===== src/rtl/msi_pkg.sv =====
package msi_pkg;
  localparam int unsigned REG_ADDR_W  = 12;
  localparam int unsigned WORD_W      = 32;
  localparam logic [REG_ADDR_W-1:0] OFS_TGT_LO = 12'h820;
  localparam logic [REG_ADDR_W-1:0] OFS_TGT_HI = 12'h824;
  localparam logic [REG_ADDR_W-1:0] OFS_GRP0   = 12'h828;
  localparam int unsigned GRP_STRIDE  = 12;

  typedef enum logic [1:0] {
    GREG_ENABLE = 2'd0,
    GREG_MASK   = 2'd1,
    GREG_STATUS = 2'd2
  } grp_reg_e;

  function automatic logic [REG_ADDR_W-1:0] grp_ofs(int unsigned g, grp_reg_e kind);
    return OFS_GRP0 + REG_ADDR_W'(g * GRP_STRIDE) + REG_ADDR_W'(4 * int'(kind));
  endfunction
endpackage


===== src/rtl/msi_reg_decode.sv =====
module msi_reg_decode
  import msi_pkg::*;
#(
  parameter int unsigned NUM_GROUPS = 8
) (
  input  logic [REG_ADDR_W-1:0] addr,
  output logic                  sel_lo,
  output logic                  sel_hi,
  output logic [NUM_GROUPS-1:0] sel_en,
  output logic [NUM_GROUPS-1:0] sel_mask,
  output logic [NUM_GROUPS-1:0] sel_stat
);
  assign sel_lo = (addr == OFS_TGT_LO);
  assign sel_hi = (addr == OFS_TGT_HI);

  for (genvar g = 0; g < NUM_GROUPS; g++) begin : g_dec
    assign sel_en[g]   = (addr == grp_ofs(g, GREG_ENABLE));
    assign sel_mask[g] = (addr == grp_ofs(g, GREG_MASK));
    assign sel_stat[g] = (addr == grp_ofs(g, GREG_STATUS));
  end
endmodule


===== src/rtl/msi_vec_group.sv =====
module msi_vec_group #(
  parameter int unsigned W = 32,
  localparam int unsigned BW = $clog2(W)
) (
  input  logic          clk,
  input  logic          rst,
  input  logic          cap_valid,
  input  logic [BW-1:0] cap_bit,
  input  logic          en_we,
  input  logic          mask_we,
  input  logic          clr_we,
  input  logic [W-1:0]  wdata,
  output logic [W-1:0]  enable,
  output logic [W-1:0]  mask,
  output logic [W-1:0]  status,
  output logic          pend
);
  logic [W-1:0] set_vec, clr_vec, status_nxt;

  always_comb begin
    set_vec = '0;
    if (cap_valid && enable[cap_bit]) set_vec[cap_bit] = 1'b1;
    clr_vec    = clr_we ? wdata : '0;
    status_nxt = (status & ~clr_vec) | set_vec;
  end

  always_ff @(posedge clk) begin
    if (rst) begin
      enable <= '0;
      mask   <= '0;
      status <= '0;
    end else begin
      if (en_we)   enable <= wdata;
      if (mask_we) mask   <= wdata;
      status <= status_nxt;
    end
  end

  assign pend = |(status & enable & ~mask);

  // an enabled capture always leaves its bit set, even against a clear
  p_cap_sets_r3: assert property (@(posedge clk) disable iff (rst)
    cap_valid && enable[cap_bit] |=> status[$past(cap_bit)]);

  // a disabled vector that was not pending stays clear
  p_disabled_drop_r4: assert property (@(posedge clk) disable iff (rst)
    cap_valid && !enable[cap_bit] && !status[cap_bit] |=> !status[$past(cap_bit)]);

  // a clear with no capture leaves none of the written ones set
  p_w1c_r6: assert property (@(posedge clk) disable iff (rst)
    clr_we && !cap_valid |=> (status & $past(wdata)) == '0);

  // without a capture no status bit rises
  p_no_spurious_set_r6: assert property (@(posedge clk) disable iff (rst)
    !cap_valid |=> (status & ~$past(status)) == '0);
endmodule


===== src/rtl/msi_capture_ctrl.sv =====
module msi_capture_ctrl
  import msi_pkg::*;
#(
  parameter int unsigned NUM_GROUPS = 8,
  localparam int unsigned TOTAL_VEC = NUM_GROUPS * WORD_W,
  localparam int unsigned BIT_W     = $clog2(WORD_W),
  localparam int unsigned GRP_W     = (NUM_GROUPS > 1) ? $clog2(NUM_GROUPS) : 1
) (
  input  logic                  clk,
  input  logic                  rst,
  input  logic                  reg_wen,
  input  logic                  reg_ren,
  input  logic [REG_ADDR_W-1:0] reg_addr,
  input  logic [WORD_W-1:0]     reg_wdata,
  output logic [WORD_W-1:0]     reg_rdata,
  input  logic                  in_valid,
  input  logic [63:0]           in_addr,
  input  logic [3:0]            in_be,
  input  logic [WORD_W-1:0]     in_data,
  output logic                  irq_o
);
  logic [WORD_W-1:0] tgt_lo, tgt_hi;
  logic sel_lo, sel_hi;
  logic [NUM_GROUPS-1:0] sel_en, sel_mask, sel_stat, pend_vec;
  logic [WORD_W-1:0] en_w [NUM_GROUPS];
  logic [WORD_W-1:0] mask_w [NUM_GROUPS];
  logic [WORD_W-1:0] stat_w [NUM_GROUPS];
  logic [NUM_GROUPS*WORD_W-1:0] status_flat;
  logic cap_hit;
  logic [GRP_W-1:0] cap_grp;
  logic [BIT_W-1:0] cap_bit;
  logic [WORD_W-1:0] rd_val;

  msi_reg_decode #(.NUM_GROUPS(NUM_GROUPS)) u_dec (
    .addr(reg_addr), .sel_lo(sel_lo), .sel_hi(sel_hi),
    .sel_en(sel_en), .sel_mask(sel_mask), .sel_stat(sel_stat)
  );

  always_ff @(posedge clk) begin
    if (rst) begin
      tgt_lo <= '0;
      tgt_hi <= '0;
    end else if (reg_wen) begin
      if (sel_lo) tgt_lo <= reg_wdata;
      if (sel_hi) tgt_hi <= reg_wdata;
    end
  end

  assign cap_hit = in_valid && (in_be == 4'b1111) && (in_addr == {tgt_hi, tgt_lo})
                   && (in_data < WORD_W'(TOTAL_VEC));
  assign cap_bit = in_data[BIT_W-1:0];
  if (NUM_GROUPS > 1) begin : g_multi
    assign cap_grp = in_data[BIT_W +: GRP_W];
  end else begin : g_single
    assign cap_grp = '0;
  end

  for (genvar g = 0; g < NUM_GROUPS; g++) begin : g_grp
    msi_vec_group #(.W(WORD_W)) u_grp (
      .clk(clk), .rst(rst),
      .cap_valid(cap_hit && (cap_grp == GRP_W'(g))),
      .cap_bit(cap_bit),
      .en_we(reg_wen && sel_en[g]),
      .mask_we(reg_wen && sel_mask[g]),
      .clr_we(reg_wen && sel_stat[g]),
      .wdata(reg_wdata),
      .enable(en_w[g]), .mask(mask_w[g]), .status(stat_w[g]),
      .pend(pend_vec[g])
    );
    assign status_flat[g*WORD_W +: WORD_W] = stat_w[g];
  end

  always_comb begin
    rd_val = '0;
    if (sel_lo) rd_val = tgt_lo;
    if (sel_hi) rd_val = tgt_hi;
    for (int g = 0; g < NUM_GROUPS; g++) begin
      if (sel_en[g])   rd_val = en_w[g];
      if (sel_mask[g]) rd_val = mask_w[g];
      if (sel_stat[g]) rd_val = stat_w[g];
    end
  end

  always_ff @(posedge clk) begin
    if (rst) begin
      reg_rdata <= '0;
      irq_o     <= 1'b0;
    end else begin
      if (reg_ren) reg_rdata <= rd_val;
      irq_o <= |pend_vec;
    end
  end

  // an inbound write that misses the target and no register write leave status alone
  p_miss_no_change_r2: assert property (@(posedge clk) disable iff (rst)
    in_valid && !cap_hit && !reg_wen |=> $stable(status_flat));

  // the host line stays low while no group was pending on the previous edge
  p_irq_low_r9: assert property (@(posedge clk) disable iff (rst)
    pend_vec == '0 |=> !irq_o);
endmodule


===== config.mk =====
export PLATFORM = sky130hd
export DESIGN_NAME = msi_capture_ctrl
export DESIGN_NICKNAME = d
export VERILOG_FILES = /design/src/rtl/msi_pkg.sv /design/src/rtl/msi_reg_decode.sv /design/src/rtl/msi_vec_group.sv /design/src/rtl/msi_capture_ctrl.sv
export SDC_FILE = /design/constraint.sdc
export NUM_CORES = 2
export LEC_CHECK = 0
export ABC_AREA = 1
export BUFFER_PORTS_ARGS = -buffer_cell sky130_fd_sc_hd__clkbuf_2
export CORE_ASPECT_RATIO = 0.7
export CORE_UTILIZATION = 62
export CTS_CLUSTER_SIZE = 30
export DETAILED_ROUTE_END_ITERATION = 7
export PLACE_DENSITY = 0.8
export SLEW_MARGIN = 20
export SYNTH_ARGS = -nofsm -noshare
export SYNTH_HDL_FRONTEND = slang
export SYNTH_SLANG_ARGS = --single-unit

===== constraint.sdc =====
create_clock -name clk -period 3.4 [get_ports clk]
set_input_delay 0.51 -clock clk [delete_from_list [all_inputs] [get_ports clk]]
set_output_delay 0.51 -clock clk [all_outputs]
set_load 0.02 [all_outputs]

# [After elaboration in Yosys (flattened, before gate mapping)]
# Index checks and enable logic that the tools add are counted.
# Widths: inputs -> output; s select.
[classes] n_lt_le_gt_ge=3 n_eq_ne=35 mux=60 n_bitwise=48 n_reduce_logical=48
[op_table] cell="$mux 32" n=42
[op_table] cell="$and 32x32->32" n=24
[op_table] cell="$not 32->32" n=16
[op_table] cell="$eq 12x12->1 const B" n=26
[op_table] cell="$or 32x32->32" n=8
[op_table] cell="$reduce_or 256->1" n=1
[op_table] cell="$eq 64x64->1" n=1
[op_table] cell="$logic_and 1x1->1" n=44
[op_table] cell="$bmux 1 s5" n=8
[op_table] cell="$lt 32x9->1 const B" n=1
[op_table] cell="$eq 3x3->1 const B" n=4
[op_table] cell="$mux 1" n=9
[op_table] cell="$eq 3x2->1 const B" n=2
[op_table] cell="$lt 5x6->1 const B" n=1
[op_table] cell="$demux 1 s5" n=1
[op_table] cell="$ge 5x1->1 const B" n=1
[op_table] cell="$eq 4x4->1 const B" n=1
[op_table] cell="$reduce_and 2->1" n=2
[op_table] cell="$eq 3x1->1 const B" n=1
[op_table] cell="$logic_not 3->1" n=1
[totals] reg_bits=865 input_bits=149 out_inout_bits=33 word_cells=222

# [Logic depth before layout (Yosys ltp)]
[logic_depth] depth_word=27 mapped_depth=21 depth_no_buf=20

# [Cells and area by module]
# Synthesis repeated with hierarchy kept, for this count alone.
[unflattened] hier_cells=7387 area_unflattened_um2=51022.7
[by_module_without_submodules] mod="msi_vec_group" instances=8 cells_each=592 area_per_inst_um2=4631.9 seq_area_each_um2=1921.8
[by_module_without_submodules] mod="msi_capture_ctrl" instances=1 cells_each=2590 area_per_inst_um2=13666.9 seq_area_each_um2=1941.9
[by_module_without_submodules] mod="msi_reg_decode" instances=1 cells_each=61 area_per_inst_um2=300.3 seq_area_each_um2=0.0

# [Worst setup path after synthesis]
# OpenSTA, ideal clock, no wires.
[synth_path] path_kind="input to register" start="in in_data[19]" end="reg g_grp[5].u_grp.status[10]" setup_ns=0.071 t_arrival_ns=2.569 required_ns=3.329 setup_slack_ns=0.760 path_stages=10 path_buffers=1 path_cell_list="or4_4 -> nor4_2 -> nand3_1 -> nor4_2 -> nand4_1 -> nor4_4 -> nor4b_4 -> buf_6 -> nand2_1 -> a21oi_2"
[synth_between] elab_chain_cells=6
[synth_lines] element="start: declaration" line_no="msi_capture_ctrl.sv:19" rtl="input logic [WORD_W-1:0] in_data,"
[synth_lines] element="$lt 32x9->1" line_no="msi_capture_ctrl.sv:50" rtl="&& (in_data < WORD_W'(TOTAL_VEC));"
[synth_lines] element="$logic_and 1x1->1" line_no="msi_capture_ctrl.sv:50"
[synth_lines] element="$logic_and 1x1->1" line_no="msi_capture_ctrl.sv:61" rtl=".cap_valid(cap_hit && (cap_grp == GRP_W'(g))),"
[synth_lines] element="$logic_and 1x1->1" line_no="msi_vec_group.sv:22" rtl="if (cap_valid && enable[cap_bit]) set_vec[cap_bit] = 1'b1;"
[synth_lines] element="$mux 32" line_no="msi_vec_group.sv:22"
[synth_lines] element="$or 32x32->32" line_no="msi_vec_group.sv:24" rtl="status_nxt = (status & ~clr_vec) | set_vec;"
[synth_lines] element="end signal: assignment" line_no="msi_vec_group.sv:35" rtl="status <= status_nxt;"
[synth_lines] element="end: declaration" line_no="msi_vec_group.sv:15" rtl="output logic [W-1:0] status,"
# No other way between the ends.
# A chain may end at the register's enable or synchronous reset.

# [Worst setup path after layout]
[layout_path] start="reg tgt_lo[31]" end="reg g_grp[3].u_grp.status[5]"
[layout_between] elab_chain_cells=7
[layout_lines] element="start: declaration" line_no="msi_capture_ctrl.sv:22" rtl="logic [WORD_W-1:0] tgt_lo, tgt_hi;"
[layout_lines] element="start signal: assignment" line_no="msi_capture_ctrl.sv:44" rtl="if (sel_lo) tgt_lo <= reg_wdata;"
[layout_lines] element="$eq 64x64->1" line_no="msi_capture_ctrl.sv:49" rtl="assign cap_hit = in_valid && (in_be == 4'b1111) && (in_addr == {tgt_hi, tgt_lo})"
[layout_lines] element="$logic_and 1x1->1" line_no="msi_capture_ctrl.sv:49"
[layout_lines] element="$logic_and 1x1->1" line_no="msi_capture_ctrl.sv:50"
[layout_lines] element="$logic_and 1x1->1" line_no="msi_capture_ctrl.sv:61"
[layout_lines] element="$logic_and 1x1->1" line_no="msi_vec_group.sv:22"
[layout_lines] element="$mux 32" line_no="msi_vec_group.sv:22"
[layout_lines] element="$or 32x32->32" line_no="msi_vec_group.sv:24"
[layout_lines] element="end signal: assignment" line_no="msi_vec_group.sv:35"
[layout_lines] element="end: declaration" line_no="msi_vec_group.sv:15"
# No other way between the ends.

==> results.tsv <==
metric	value	unit
Die ar.	0.0678	sq mm
Critical Path RT	3.95	ns
synthesized instance count	6012	
Clock transition at path regs	0.06	ns
period utilisation layout	87.1	%
wire length per cell	20.7	microns
Synth Area in Compound Gates	23.8	%
Worst Reg-to-Reg Cells	11	
CTS sink count	865	
vias per cell	6.28	
setup TNS	0	ns
top sig layer	met5	
Synth Flop Type	dfxtp_1	
Detailed Route Iter0 Violations	5920	
Pwr Density	455	mW/mm^2
routability cong.	0.965	
CTS Buf Count	81	
clk buf depth	3	
DRC violations left	0	
core area	0.0654	sq mm
initial antenna violation count	4	
post-synth cell types	48	
DIE WIDTH	311	microns
clk_lat worst skew	0.65	ns
slew margin rel.	22.1	%
number of synthesized flops with an enable pin	0	
first-pass GRT wire length	224000	microns
post-synthesis adder-cell area fraction	0	%
grt total ovfl	0	
final instance area	0.0464	sq mm
I/O Buffers	181	
RR Endpoint	g_grp[3].u_grp.status[5]$_SDFF_PP0_	
Area contributors post-synth	dfxtp_1, nand2_1, o21ai_0	
placed cell area	0.0436	sq mm
Synth Cell Area	0.0414	sq mm
final core utilization	71.0	%
status	complete, no violations	
yosys warns	0	
slew at the pin closest to its max-slew limit	1.16	ns
gr usage total	41.3	%
# hold bufs at CTS	0	
metal3 WL	17300	microns
reg2reg setup slack	0.44	ns
post-synth top area share	41.8	%
DR vias	43566	
Max Slew Vio Count	0	
Rows	78	
final setup fails	0	
Arr. time, crit path	3.51	ns
Met1 Routed Length	56500	microns
remaining antenna violation count after routing	0	
Yosys reg bits	865	
vias in the first global route	40023	
post_cts resized	0	
fin crit period	2.96	ns
Lkg Pwr	15.6	nW
Worst R2R Start	tgt_lo[31]$_SDFFE_PP0P_	
Avg Cell Area, Syn	6.89	sq um
most common cell in the synthesized netlist	nand2_1	
Hold Path Class	in -> reg	
post-synth top area cell	dfxtp_1	
Nets	6139	
largest family of logic cells by synthesized area	simple AND/OR/NAND/NOR gates	
DR WL met2	62700	microns
CP endpoint kind	flip-flop	
Post-Synth XOR/XNOR Area	0.656	%
Crit Path Max Fanout	12	
layout cell share with drive strength beyond 1	9.23	%
share of the yosys chip area belonging to registers	41.8	%
CP Class	reg -> reg	
DR pass1 iterations	6	
Mapped Nets	6161	
Setup Skew	0.0248	ns
Startpoint Class	flip-flop	
post-synthesis simple-gate area fraction	24.3	%
IO Count	182	
P&R area growth vs syn	12.2	%
DIE HEIGHT	218	microns
initial core utilization	63.3	%
clock root buffer	clkbuf_16	
final hold vios	0	
CP endpoint	g_grp[3].u_grp.status[5]$_SDFF_PP0_	
hpwl dp	100000	microns
CTS tree	yes	
mux cell area share after synthesis	0	%
total wire length	144000	microns
Max-Cap Viols	0	
H-tree Lvls	3	
largest net degree at the start of global routing	199	
RSZ-0062 raised after global routing	false	
Worst VDD drop	0.501	mV
CP startpoint	tgt_lo[31]$_SDFFE_PP0P_	
postcts setup bufs	0	
Max Clk Rate	338	MHz
FFs w/ async S/R, synth	0	%
top cells by count, synth	nand2_1, dfxtp_1, nor2_1	
worst max-delay path, cell delays in order, from the launching register on:
cell	delay [ns]
dfxtp_1	0.39
inv_1	0.16
nand2_1	0.25
nand4_1	0.12
nor3_1	0.19
nand4_1	0.33
nor4_4	0.40
buf_12	0.19
nor4b_4	0.31
buf_4	0.27
nand2_1	0.08
a21oi_1	0.15
per-stage QoR:
| step | hold WS [ns] | setup WS (ns) | std cells | total power, mW |
|---|---|---|---|---|
| global placement | 0.449 | 0.131 | 6787 | 11.4 |
| floorplan | 0.437 | 0.760 | 6012 | 10.9 |
| global route | 0.286 | 0.274 | 6935 | 21.6 |
| CTS | 0.263 | 0.570 | 6934 | 21.1 |
| detailed placement | 0.452 | 0.141 | 6787 | 11.4 |
| finish | 0.278 | 0.440 | 6936 | 21.1 |
cell type report:
type / instances / area [sq um]
antenna: 2 / 5.00
clock inverter: 21 / 340
multi-input combinational: 4150 / 20400
tap: 880 / 1100
sequential: 865 / 17300
fill: 5538 / 18900
timing repair buffer: 333 / 2660
clock buffer: 126 / 2530
inverter: 559 / 2110
how the worst min path moves through the flow:
| stage | start | end | slack (ns) | cells after the start |
|---|---|---|---|---|
| final | rst | g_grp[7].u_grp.status[15]$_SDFF_PP0_ | 0.28 | 2 |
| after global routing | rst | g_grp[7].u_grp.status[18]$_SDFF_PP0_ | 0.29 | 2 |
| after CTS | rst | g_grp[5].u_grp.status[27]$_SDFF_PP0_ | 0.26 | 2 |
| after detailed placement | g_grp[7].u_grp.mask[27]$_SDFFE_PP0P_ | g_grp[7].u_grp.mask[27]$_SDFFE_PP0P_ | 0.45 | 2 |
| after global placement | g_grp[0].u_grp.mask[13]$_SDFFE_PP0P_ | g_grp[0].u_grp.mask[13]$_SDFFE_PP0P_ | 0.45 | 2 |
| after floorplan | g_grp[3].u_grp.mask[23]$_SDFFE_PP0P_ | g_grp[3].u_grp.mask[23]$_SDFFE_PP0P_ | 0.44 | 2 |
power by group:
| part | internal [mW] | switching (mW) |
|---|---|---|
| Clock | 5.80 | 4.08 |
| Combinational | 0.268 | 0.839 |
| Sequential | 10.1 | 0.00107 |
| Total | 16.2 | 4.92 |
cells in the final DEF, fill, tap and decap left out, drive strengths merged, types with 117 or more instances in the layout:
cell | synthesis | routed
nor2 | 720 | 720
nand3 | 185 | 185
dfxtp | 865 | 865
inv | 555 | 557
a21oi | 674 | 674
a211oi | 196 | 196
o21ai | 696 | 696
nand4 | 236 | 236
nand2 | 1078 | 1078
clkbuf | 407 | 306
buf | 31 | 153
o22ai | 117 | 117
per-layer routing:
| layer | GRT usage [%] | vias up |
|---|---|---|
| li1 | - | 20259 |
| met1 | 55.0 | 19982 |
| met2 | 63.9 | 2727 |
| met3 | 8.66 | 594 |
| met4 | 19.8 | 4 |
| met5 | 0 | - |
cells by family (layout without fill, tap and decap cells):
group / after synthesis / after routing
other: 0 / 2
flip-flops: 865 / 865
buffers and inverters: 997 / 1039
AND/OR/NAND/NOR: 2354 / 2354
XOR/XNOR: 31 / 31
AO/OA/AOI/OAI: 1765 / 1765
sequential cells by signal, summed over array words and instances (netlist names):
signal,cells
g_grp.u_grp.enable,256
g_grp.u_grp.mask,256
g_grp.u_grp.status,256
reg_rdata,32
tgt_hi,32
tgt_lo,32
irq_o,1
No activity file was read; power rests on OpenSTA's default activity.
